$ cat src/rtl/region_tlb_pkg.sv
package region_tlb_pkg;

    // Number of address bits that select a region register.
    localparam int VRN_W = 3;

    typedef enum logic [1:0] {
        OP_LOOKUP = 2'd0,
        OP_INSERT = 2'd1,
        OP_PURGE  = 2'd2,
        OP_NONE   = 2'd3
    } op_kind_e;

    typedef enum logic {
        ST_IDLE  = 1'b0,
        ST_REPLY = 1'b1
    } tlb_state_e;

endpackage

$ cat src/rtl/tlb_region_file.sv
module tlb_region_file #(
    parameter int RID_W = 24,
    parameter int SEL_W = 3
) (
    input  logic             clk,
    input  logic             rst_n,
    input  logic             wr_en,
    input  logic [SEL_W-1:0] wr_sel,
    input  logic [RID_W-1:0] wr_rid,
    input  logic [SEL_W-1:0] rd_sel,
    output logic [RID_W-1:0] rd_rid
);
    localparam int NREG = 1 << SEL_W;

    logic [RID_W-1:0] regs_q [NREG];

    always_ff @(posedge clk or negedge rst_n) begin
        if (!rst_n) begin
            for (int i = 0; i < NREG; i++) regs_q[i] <= '0;
        end else if (wr_en) begin
            regs_q[wr_sel] <= wr_rid;
        end
    end

    assign rd_rid = regs_q[rd_sel];

endmodule

$ cat src/rtl/tlb_match.sv
module tlb_match #(
    parameter int ENTRIES = 8,
    parameter int RID_W   = 24,
    parameter int VRN_W   = 3,
    parameter int VPN_W   = 49,
    parameter int PSZ_W   = 6,
    parameter int MIN_PSZ = 12
) (
    input  logic [ENTRIES-1:0] ent_valid,
    input  logic [RID_W-1:0]   ent_rid [ENTRIES],
    input  logic [VRN_W-1:0]   ent_vrn [ENTRIES],
    input  logic [VPN_W-1:0]   ent_vpn [ENTRIES],
    input  logic [PSZ_W-1:0]   ent_psz [ENTRIES],
    input  logic [RID_W-1:0]   req_rid,
    input  logic [VRN_W-1:0]   req_vrn,
    input  logic [VPN_W-1:0]   req_vpn,
    input  logic [PSZ_W-1:0]   req_psz,
    output logic [ENTRIES-1:0] hit_vec,
    output logic [ENTRIES-1:0] ovl_vec
);
    // Page-number bits that lie at or above a page of size 2**p.
    function automatic logic [VPN_W-1:0] span_mask(input logic [PSZ_W-1:0] p);
        int sh;
        sh = (int'(p) > MIN_PSZ) ? int'(p) - MIN_PSZ : 0;
        return (sh >= VPN_W) ? '0 : ({VPN_W{1'b1}} << sh);
    endfunction

    logic [VPN_W-1:0] req_mask;
    assign req_mask = span_mask(req_psz);

    for (genvar g = 0; g < ENTRIES; g++) begin : g_ent
        logic [VPN_W-1:0] diff;
        logic [VPN_W-1:0] emask;
        logic             same_rid;
        assign diff     = ent_vpn[g] ^ req_vpn;
        assign emask    = span_mask(ent_psz[g]);
        assign same_rid = ent_valid[g] && (ent_rid[g] == req_rid);
        // Lookup: identifier, region number and bits above the entry page.
        assign hit_vec[g] = same_rid && (ent_vrn[g] == req_vrn)
                            && ((diff & emask) == '0);
        // Overlap: bits above the larger of the two pages; region number ignored.
        assign ovl_vec[g] = same_rid && ((diff & emask & req_mask) == '0);
    end

endmodule

$ cat src/rtl/tlb_victim.sv
module tlb_victim #(
    parameter int ENTRIES = 8,
    parameter int IDX_W   = 3
) (
    input  logic               clk,
    input  logic               rst_n,
    input  logic [ENTRIES-1:0] busy_vec,
    input  logic               take,
    output logic [IDX_W-1:0]   victim
);
    logic [IDX_W-1:0] ptr_q;
    logic [IDX_W-1:0] free_idx;
    logic             any_free;

    always_comb begin
        any_free = 1'b0;
        free_idx = '0;
        for (int i = ENTRIES - 1; i >= 0; i--) begin
            if (!busy_vec[i]) begin
                any_free = 1'b1;
                free_idx = IDX_W'(i);
            end
        end
    end

    assign victim = any_free ? free_idx : ptr_q;

    always_ff @(posedge clk or negedge rst_n) begin
        if (!rst_n) begin
            ptr_q <= '0;
        end else if (take && !any_free) begin
            ptr_q <= (ptr_q == IDX_W'(ENTRIES - 1)) ? '0 : ptr_q + 1'b1;
        end
    end

endmodule

$ cat src/rtl/region_tlb.sv
module region_tlb
    import region_tlb_pkg::*;
#(
    parameter int ENTRIES  = 8,
    parameter int VA_W     = 64,
    parameter int RID_W    = 24,
    parameter int PPN_W    = 38,
    parameter int PSZ_W    = 6,
    parameter int MIN_PSZ  = 12,
    parameter int RIGHTS_W = 4
) (
    input  logic                       clk,
    input  logic                       rst_n,
    input  logic                       rr_we,
    input  logic [VRN_W-1:0]           rr_sel,
    input  logic [RID_W-1:0]           rr_rid,
    input  logic                       op_valid,
    output logic                       op_ready,
    input  logic [1:0]                 op_kind,
    input  logic [VA_W-1:0]            op_va,
    input  logic [PSZ_W-1:0]           op_psz,
    input  logic [PPN_W-1:0]           op_ppn,
    input  logic [RIGHTS_W-1:0]        op_rights,
    output logic                       rsp_valid,
    output logic                       rsp_hit,
    output logic [PPN_W+MIN_PSZ-1:0]   rsp_pa,
    output logic [RIGHTS_W-1:0]        rsp_rights
);
    localparam int VPN_W = VA_W - VRN_W - MIN_PSZ;
    localparam int PA_W  = PPN_W + MIN_PSZ;
    localparam int IDX_W = (ENTRIES > 1) ? $clog2(ENTRIES) : 1;

    // ---------------- request decode ----------------
    tlb_state_e       state_q, state_d;
    op_kind_e         kind;
    logic             accept;
    logic [VRN_W-1:0] req_vrn;
    logic [VPN_W-1:0] req_vpn;
    logic [RID_W-1:0] req_rid;

    assign kind    = op_kind_e'(op_kind);
    assign accept  = op_valid && (state_q == ST_IDLE);
    assign req_vrn = op_va[VA_W-1 -: VRN_W];
    assign req_vpn = op_va[VA_W-VRN_W-1 : MIN_PSZ];

    // ---------------- region registers ----------------
    tlb_region_file #(
        .RID_W (RID_W),
        .SEL_W (VRN_W)
    ) u_rr (
        .clk    (clk),
        .rst_n  (rst_n),
        .wr_en  (rr_we),
        .wr_sel (rr_sel),
        .wr_rid (rr_rid),
        .rd_sel (req_vrn),
        .rd_rid (req_rid)
    );

    // ---------------- entry storage ----------------
    logic [ENTRIES-1:0]  ent_valid;
    logic [RID_W-1:0]    ent_rid    [ENTRIES];
    logic [VRN_W-1:0]    ent_vrn    [ENTRIES];
    logic [VPN_W-1:0]    ent_vpn    [ENTRIES];
    logic [PSZ_W-1:0]    ent_psz    [ENTRIES];
    logic [PPN_W-1:0]    ent_ppn    [ENTRIES];
    logic [RIGHTS_W-1:0] ent_rights [ENTRIES];

    logic [ENTRIES-1:0] hit_vec;
    logic [ENTRIES-1:0] ovl_vec;
    logic [ENTRIES-1:0] kept_vec;
    logic [IDX_W-1:0]   victim;
    logic               do_insert;
    logic               do_purge;
    logic               do_lookup;

    assign do_insert = accept && (kind == OP_INSERT);
    assign do_purge  = accept && (kind == OP_PURGE);
    assign do_lookup = accept && (kind == OP_LOOKUP);
    assign kept_vec  = ent_valid & ~ovl_vec;

    tlb_match #(
        .ENTRIES (ENTRIES),
        .RID_W   (RID_W),
        .VRN_W   (VRN_W),
        .VPN_W   (VPN_W),
        .PSZ_W   (PSZ_W),
        .MIN_PSZ (MIN_PSZ)
    ) u_match (
        .ent_valid (ent_valid),
        .ent_rid   (ent_rid),
        .ent_vrn   (ent_vrn),
        .ent_vpn   (ent_vpn),
        .ent_psz   (ent_psz),
        .req_rid   (req_rid),
        .req_vrn   (req_vrn),
        .req_vpn   (req_vpn),
        .req_psz   (op_psz),
        .hit_vec   (hit_vec),
        .ovl_vec   (ovl_vec)
    );

    tlb_victim #(
        .ENTRIES (ENTRIES),
        .IDX_W   (IDX_W)
    ) u_victim (
        .clk      (clk),
        .rst_n    (rst_n),
        .busy_vec (kept_vec),
        .take     (do_insert),
        .victim   (victim)
    );

    // Valid bits: overlap purge and new write land in the same cycle.
    always_ff @(posedge clk or negedge rst_n) begin
        if (!rst_n) begin
            ent_valid <= '0;
        end else if (do_insert) begin
            ent_valid         <= kept_vec;
            ent_valid[victim] <= 1'b1;
        end else if (do_purge) begin
            ent_valid <= kept_vec;
        end
    end

    always_ff @(posedge clk) begin
        if (do_insert) begin
            ent_rid[victim]    <= req_rid;
            ent_vrn[victim]    <= req_vrn;
            ent_vpn[victim]    <= req_vpn;
            ent_psz[victim]    <= op_psz;
            ent_ppn[victim]    <= op_ppn;
            ent_rights[victim] <= op_rights;
        end
    end

    // ---------------- hit select and address build ----------------
    logic               hit_any;
    logic [IDX_W-1:0]   hit_idx;
    logic [PA_W-1:0]    page_base;
    logic [PA_W-1:0]    page_mask;
    logic [PA_W-1:0]    pa_calc;

    always_comb begin
        hit_any = 1'b0;
        hit_idx = '0;
        for (int i = ENTRIES - 1; i >= 0; i--) begin
            if (hit_vec[i]) begin
                hit_any = 1'b1;
                hit_idx = IDX_W'(i);
            end
        end
    end

    assign page_base = {ent_ppn[hit_idx], {MIN_PSZ{1'b0}}};
    assign page_mask = (int'(ent_psz[hit_idx]) >= PA_W) ? '0
                     : ({PA_W{1'b1}} << ent_psz[hit_idx]);
    assign pa_calc   = (page_base & page_mask) | (op_va[PA_W-1:0] & ~page_mask);

    // ---------------- state machine ----------------
    always_ff @(posedge clk or negedge rst_n) begin
        if (!rst_n) state_q <= ST_IDLE;
        else        state_q <= state_d;
    end

    always_comb begin
        state_d = state_q;
        unique case (state_q)
            ST_IDLE:  if (do_lookup) state_d = ST_REPLY;
            ST_REPLY: state_d = ST_IDLE;
            default:  state_d = ST_IDLE;
        endcase
    end

    always_comb begin
        op_ready  = 1'b0;
        rsp_valid = 1'b0;
        unique case (state_q)
            ST_IDLE:  op_ready  = 1'b1;
            ST_REPLY: rsp_valid = 1'b1;
            default:  op_ready  = 1'b0;
        endcase
    end

    // ---------------- response registers ----------------
    always_ff @(posedge clk or negedge rst_n) begin
        if (!rst_n) begin
            rsp_hit    <= 1'b0;
            rsp_pa     <= '0;
            rsp_rights <= '0;
        end else if (do_lookup) begin
            rsp_hit    <= hit_any;
            rsp_pa     <= hit_any ? pa_calc : '0;
            rsp_rights <= hit_any ? ent_rights[hit_idx] : '0;
        end else begin
            rsp_hit    <= 1'b0;
        end
    end

endmodule

$ cat config.mk
export PLATFORM = sky130hd
export DESIGN_NAME = region_tlb
export DESIGN_NICKNAME = d
export VERILOG_FILES = /design/src/rtl/region_tlb_pkg.sv /design/src/rtl/tlb_region_file.sv /design/src/rtl/tlb_match.sv /design/src/rtl/tlb_victim.sv /design/src/rtl/region_tlb.sv
export SDC_FILE = /design/constraint.sdc
export NUM_CORES = 2
export LEC_CHECK = 0
export BUFFER_PORTS_ARGS = -buffer_cell sky130_fd_sc_hd__buf_4
export CAP_MARGIN = 20
export CORE_MARGIN = 4
export CORE_UTILIZATION = 61
export CTS_BUF_LIST = sky130_fd_sc_hd__clkbuf_8
export CTS_CLUSTER_DIAMETER = 80
export DETAILED_ROUTE_END_ITERATION = 8
export PLACE_DENSITY_LB_ADDON = 0.2
export SYNTH_ARGS = -nofsm -noshare
export SYNTH_HDL_FRONTEND = slang
export SYNTH_SLANG_ARGS = --single-unit
$ cat constraint.sdc
create_clock -name clk -period 39.6 [get_ports clk]
set_input_delay 7.92 -clock clk [delete_from_list [all_inputs] [get_ports clk]]
set_output_delay 7.92 -clock clk [all_outputs]
set_load 0.05 [all_outputs]
; After elaboration in Yosys (flattened, before gate mapping)
; Memories as Yosys holds them, arrays and structs flattened.
; Cells that the tools add are included.
[word_totals]
memories = 2
inputBits = 145
out_inout_bits = 57
word_cells = 296
regBits = 915
ramBits = 336
[memory_table]
columns = memory, depth, word_bits, rd, rd_ports_with_merged_regs, write_ports, line_no
row1 = ent_ppn, 8, 38, 1, 0, 1, region_tlb.sv:66  ; logic [PPN_W-1:0] ent_ppn [ENTRIES];
row2 = ent_rights, 8, 4, 1, 0, 1, region_tlb.sv:67  ; logic [RIGHTS_W-1:0] ent_rights [ENTRIES];
[op_classes]
n_reduce_logical = 59
n_addsub = 10
n_eq_ne = 19
n_shift = 10
n_mux = 87
n_lt_le_gt_ge = 27
bitwise = 36
[ops]
columns = cell, count
row1 = $and 49x49->49, 16
row2 = $logic_not 49->1, 16
row3 = $mux 49, 10
row4 = $shl 49x32->49 const A, 9
row5 = $bwmux 392, 1
row6 = $xor 49x49->49, 8
row7 = $bwmux 192, 2
row8 = $ge 32x7->1 const B, 9
row9 = $mux 32, 9
row10 = $eq 24x24->1, 8
row11 = $demux 49 s3, 1
row12 = $demux 24 s3, 2
row13 = $and 50x50->50, 2
row14 = $mux 50, 2
row15 = $mux 24, 4
row16 = $bmux 24 s3, 1
row17 = $sub 6x4->7 const B, 9
row18 = $mux 3, 19
row19 = $gt 6x4->1 const B, 9
row20 = $not 50->50, 1
row21 = $or 50x50->50, 1
row22 = $shl 50x6->50 const A, 1
row23 = $bwmux 48, 1
row24 = $logic_and 1x1->1, 40
row25 = other kinds (28), 67

; Longest topological paths before layout
[depth]
depth_word = 26
ltp_mapped = 25

; Cells and area by module
; Synthesis repeated with hierarchy kept, for this count alone.
[hier_totals]
cells_unflattened = 5215
area_unflattened_um2 = 62792.7
[modules_own_cells]
columns = module, area_each_um2, n_inst, cells_per_inst, seq_area_each_um2
row1 = region_tlb, 36616.4, 1, 2070, 31390.1
row2 = tlb_match, 17226.5, 1, 2620, 0.0
row3 = tlb_region_file, 8712.1, 1, 500, 4804.6
row4 = tlb_victim, 237.7, 1, 25, 75.1

; Worst setup path after synthesis
; OpenSTA, ideal clock, no wires.
[synth_timing]
kind = input to register
from = in op_psz[2]
to = mem ent_ppn[1][0], enable pin
required_time_ps = 38840
setup_time_ps = 760
path_stages = 15
setup_slack_ps = 19065
t_arrival_ps = 19775
cell_sequence = ha_1 -> nor3_1 -> nand2_1 -> a221oi_1 -> o21ai_0 -> a32oi_1 -> nand3_1 -> a2111oi_0 -> o2111ai_1 -> or3_1 -> nand2_1 -> or3_1 -> o21bai_1 -> nand3_1 -> nor3_1
[synth_between]
elab_chain_len = 18
elab_cells_between_ends = 49
cone_classes = 1 x add/sub / 2 x order compare / 1 x shift / 19 x mux / 10 x bitwise / 16 x reduce/logical
[synth_lines]
columns = item, line_no
row1 = from (decl), region_tlb.sv:21  ; input logic [PSZ_W-1:0] op_psz,
row2 = $sub 6x4->7 / $gt 6x4->1 (equally long branches), tlb_match.sv:24  ; sh = (int'(p) > MIN_PSZ) ? int'(p) - MIN_PSZ : 0;
row3 = $mux 32 *, tlb_match.sv:24
row4 = $ge 32x7->1 / $shl 49x32->49 (equally long branches), tlb_match.sv:25  ; return (sh >= VPN_W) ? '0 : ({VPN_W{1'b1}} << sh);
row5 = $mux 49 *, tlb_match.sv:25
row6 = $and 49x49->49, tlb_match.sv:42  ; assign ovl_vec[g] = same_rid && ((diff & emask & req_mask) == '0);
row7 = $logic_not 49->1, tlb_match.sv:42
row8 = $logic_and 1x1->1, tlb_match.sv:42
row9 = $not 8->8 *, region_tlb.sv:80  ; assign kept_vec = ent_valid & ~ovl_vec;
row10 = $and 8x8->8 *, region_tlb.sv:80
row11 = $mux 3 / $mux 1 (equally long branches) (8 in series), tlb_victim.sv:19  ; if (!busy_vec[i]) begin
row12 = $mux 3 *, tlb_victim.sv:26  ; assign victim = any_free ? free_idx : ptr_q;
row13 = to (decl), region_tlb.sv:66
; Mark *: on every way between the ends. The rest lies on a longest branch, timed or not.

==> impl_metrics.py <==
metrics = {
    "global_routing": {
        "grt_usage_pct": 49.0,
        "antenna_found_initial": 36,
        "grt_pass1_vias": 52306,
        "grt-ovfl-total": 0,
        "grt_pass1_wl_mm": 392,
        "grt_max_degree": 150,
    },
    "drt": {
        "drc_errors": 11,
        "route.final.wire_length_mm": 284,
        "initialDrtViolationCount": 10697,
        "drtPass1Iterations": 9,
        "vias": 55719,
        "vias_per_cell": 7.58,
        "ant_nets": 0,
        "routedWlPerCell_um": 38.6,
    },
    "synth": {
        "synth_async_sr_flop_share_pct": 20.7,
        "ys.flop_type": "edfxtp_1",
        "ys_seq_area_share_pct": 55.6,
        "synth_cells": 5589,
        "synth_edf_count": 992,
        "synth-seq-cells": 1251,
        "synth_cell_type_count": 102,
        "syn_nets": 5745,
        "yosysWarnings": 0,
        "syn_area_per_cell_um2": 11.7,
        "synthesis.area_mm2": 0.0652,
    },
    "critical_path": {
        "arrival_ps": 17050,
        "crit_type": "in -> reg",
        "crit_path_max_fanout": 68,
        "required_ps": 40120,
        "critPathTopFamily": "simple AND/OR/NAND/NOR gates",
        "slowest_delay_ps": 900,
        "critPathBufInv": 5,
        "crit_chain": "buf_4 -> buf_4 -> buf_4 -> mux2_2 -> o22ai_1 -> or3_1 -> nand4_1 -> nor4_1 -> nand4_1 -> a2111oi_0 -> nand4_1 -> nand4_1 -> or2_2 -> nor2_1 -> a32oi_1 -> nand2b_1 -> nor2_4 -> buf_4 -> buf_4",
        "critPathSlowestCell": "buf_4",
        "crit_path_end_kind": "flop",
        "crit_top_cell": "buf_4",
        "cp-start-kind": "input pin",
    },
    "clock_tree": {
        "clk-insertion-delay-late_ps": 970,
        "cts_setup_buffers": 0,
        "cts_made_buffers": 197,
        "cts_tree": "done",
        "ctsResizeCount": 0,
        "cts.sinks": 1251,
        "max-clock-path-buffers": 3,
        "clk_pin_slew_worst_paths_ps": 70,
        "h-tree-depth": 4,
        "root_buffer": "clkbuf_8",
        "ctsHoldBuffers": 0,
    },
    "sta": {
        "hold_viol": 0,
        "relSlewSlack_pct": 10.8,
        "holdWs_ps": 477,
        "rsz0062_at_grt": "no",
        "drv_slew": 0,
        "fin_crit_sh_pct": 41.7,
        "setup_viol": 0,
        "setup-tns-final_ps": 0,
        "worstMarginPinSlew_ps": 1330,
        "max_freq_ghz": 0.0605,
        "setup_ws_ps": 23070,
        "period_needed_ps": 16530,
        "skew_ps": 83.1,
    },
    "layout": {
        "fin_util_pct": 68.3,
        "nNetsFinal": 5923,
        "drive_above_1_share_pct": 17.2,
        "fillCellCount": 7247,
        "area_delta_synth_final_pct": 10.7,
    },
    "place": {
        "io_buffer_count": 201,
        "hpwl_mm": 186,
        "place.gp.congestion": 1.08,
        "dpl_worst_slack_ps": 22670,
    },
    "pwr": {
        "leakage_nw": 25.6,
        "powerDensity_mw_per_mm2": 46.2,
        "irDropWorstVdd_uv": 49.3,
        "total_power_w": 0.00334,
    },
    "floorplanning": {
        "die_area_mm2": 0.112,
        "die_h_um": 335,
        "initial_core_util_pct": 61.7,
        "rows": 119,
        "pin_count": 202,
        "die_w_um": 335,
        "core_area_mm2": 0.106,
    },
    "outcome": {
        "violations": "design-rule violations",
        "status": "complete, but fails checks",
    },
    "job": {
        "cap_violations": 0,
    },
    "min_path": {
        "holdCritPathClass": "reg -> reg",
    },
}
layout by cell type (no fill, tap or decap), types with 24 or more instances in the layout:
| cell type | n |
|---|---|
| xnor2_1 | 205 |
| mux2_2 | 295 |
| xor2_1 | 261 |
| a21oi_1 | 263 |
| a2111oi_0 | 32 |
| o2111ai_1 | 42 |
| clkinv_2 | 24 |
| nor2_1 | 251 |
| diode_2 | 28 |
| o21ai_0 | 365 |
| a31oi_1 | 41 |
| and3_1 | 26 |
| nand4_1 | 121 |
| o22ai_1 | 73 |
| buf_4 | 337 |
| and2_1 | 52 |
| a21o_1 | 30 |
| a22o_1 | 26 |
| dfrtp_1 | 259 |
| nand2b_1 | 66 |
| nand3_1 | 115 |
| nor4_1 | 65 |
| or2_2 | 39 |
| mux2i_1 | 186 |
| a211oi_1 | 114 |
| o211ai_1 | 130 |
| edfxtp_1 | 992 |
| nor2b_1 | 52 |
| inv_1 | 108 |
| clkinv_1 | 50 |
| or3_1 | 163 |
| nor3_1 | 104 |
| nand2_1 | 312 |
| clkbuf_8 | 209 |
power by group:
part / switching, W / total (W) / leakage [nW] / internal (W)
clock network: 0.000578 / 0.00113 / 2.21 / 0.000555
registers: 0.0000559 / 0.00159 / 12.2 / 0.00153
logic: 0.000427 / 0.000618 / 11.2 / 0.000190
cells by family after synthesis:
family / count (synthesis) / synth area share, %
DFF: 1251 / 55.6
and+or+nand+nor: 1498 / 12.2
adders and majority gates: 12 / 0.226
AOI/OAI and AO/OA: 1451 / 14.7
buffers and inverters: 418 / 2.67
xor gates and xnor gates: 466 / 6.26
muxes: 493 / 8.29
worst register-to-register path: cells and delay by family, from the launching register on:
family | cells | cell delay, ps
AO/OA/AOI/OAI | 6 | 2640
AND/OR/NAND/NOR | 7 | 2470
flip-flops | 1 | 930
multiplexers | 2 | 570
adder cells (fa/ha/maj) | 1 | 490
buffers and inverters | 2 | 1930
flip-flops by register name (all words and copies together) (netlist names):
register	flops
rsp_hit	1
state_q	1
ent_vrn	24
ent_vpn	392
rsp_rights	4
ent_rights	32
u_victim.ptr_q	3
ent_rid	192
ent_ppn	304
u_rr.regs_q	192
rsp_pa	50
ent_psz	48
ent_valid	8
synth_stat cells, types with 18 or more instances:
cell / count / area [um2]
nor4_1: 65 / 407
a2111oi_0: 32 / 280
o211ai_1: 130 / 976
clkbuf_1: 278 / 1040
or2_2: 39 / 244
nand4_1: 121 / 757
and2_1: 52 / 325
a22o_1: 26 / 228
o21a_1: 21 / 158
a211o_1: 18 / 158
nand2_1: 312 / 1170
or3_1: 164 / 1030
o31ai_1: 24 / 180
a21oi_1: 264 / 1320
a211oi_1: 115 / 863
o21ai_0: 371 / 1860
xor2_1: 261 / 2290
buf_1: 20 / 75.1
mux2i_1: 186 / 1860
o221ai_1: 22 / 193
nor2_1: 257 / 965
a21o_1: 30 / 225
o22ai_1: 73 / 457
nor3_1: 109 / 546
buf_2: 50 / 250
nand3_1: 115 / 576
o21ai_1: 24 / 120
edfxtp_1: 992 / 29800
inv_1: 51 / 191
and3_1: 26 / 163
mux2_2: 295 / 3320
a22oi_1: 24 / 180
o32ai_1: 22 / 193
dfrtp_1: 259 / 6480
o2111ai_1: 42 / 368
nand2b_1: 66 / 413
xnor2_1: 205 / 1800
a31oi_1: 41 / 257
nor2b_1: 53 / 332
worst paths after layout:
kind	slack, ps	start	endpoint	depth (start not counted)
setup reg to reg	30550	ent_psz[8]	rsp_pa[30]	18
min in group asynchronous	7020	rst_n	u_rr.regs_q[55]	1
setup / recovery	23070	op_va[61]	ent_vpn[193]	19
hold / removal	480	rsp_pa[8]	rsp_pa[8]	2
hold reg to reg	480	rsp_pa[8]	rsp_pa[8]	2
max in group asynchronous	31030	rst_n	rsp_pa[16]	2
per-layer routing:
layer	routed length, um	global-route usage [%]
met5	162	0
met4	26100	34.9
met3	40000	15.5
met2	122000	72.7
met1	95700	61.3
stage by stage:
step / cell area (um2) / instances
global placement: 68100 / 6948
floorplan: 65200 / 5589
finish: 72200 / 7351
global route: 72200 / 7336
detailed placement: 68100 / 6951
CTS: 72100 / 7315
cell type report:
| cell class | count | area (um2) | share of cell area (%) |
|---|---|---|---|
| diodes | 28 | 70.1 | 0.0970 |
| clock buffers | 208 | 2860 | 3.96 |
| clock inverters | 156 | 1060 | 1.47 |
| inverters | 52 | 195 | 0.270 |
| multi-input cells | 3920 | 27400 | 37.9 |
| flip-flops and latches | 1251 | 36300 | 50.2 |
| well taps | 1391 | 1740 | 2.41 |
| repair buffers | 345 | 2640 | 3.65 |
Note: power is estimated with default switching activity, not from simulation.
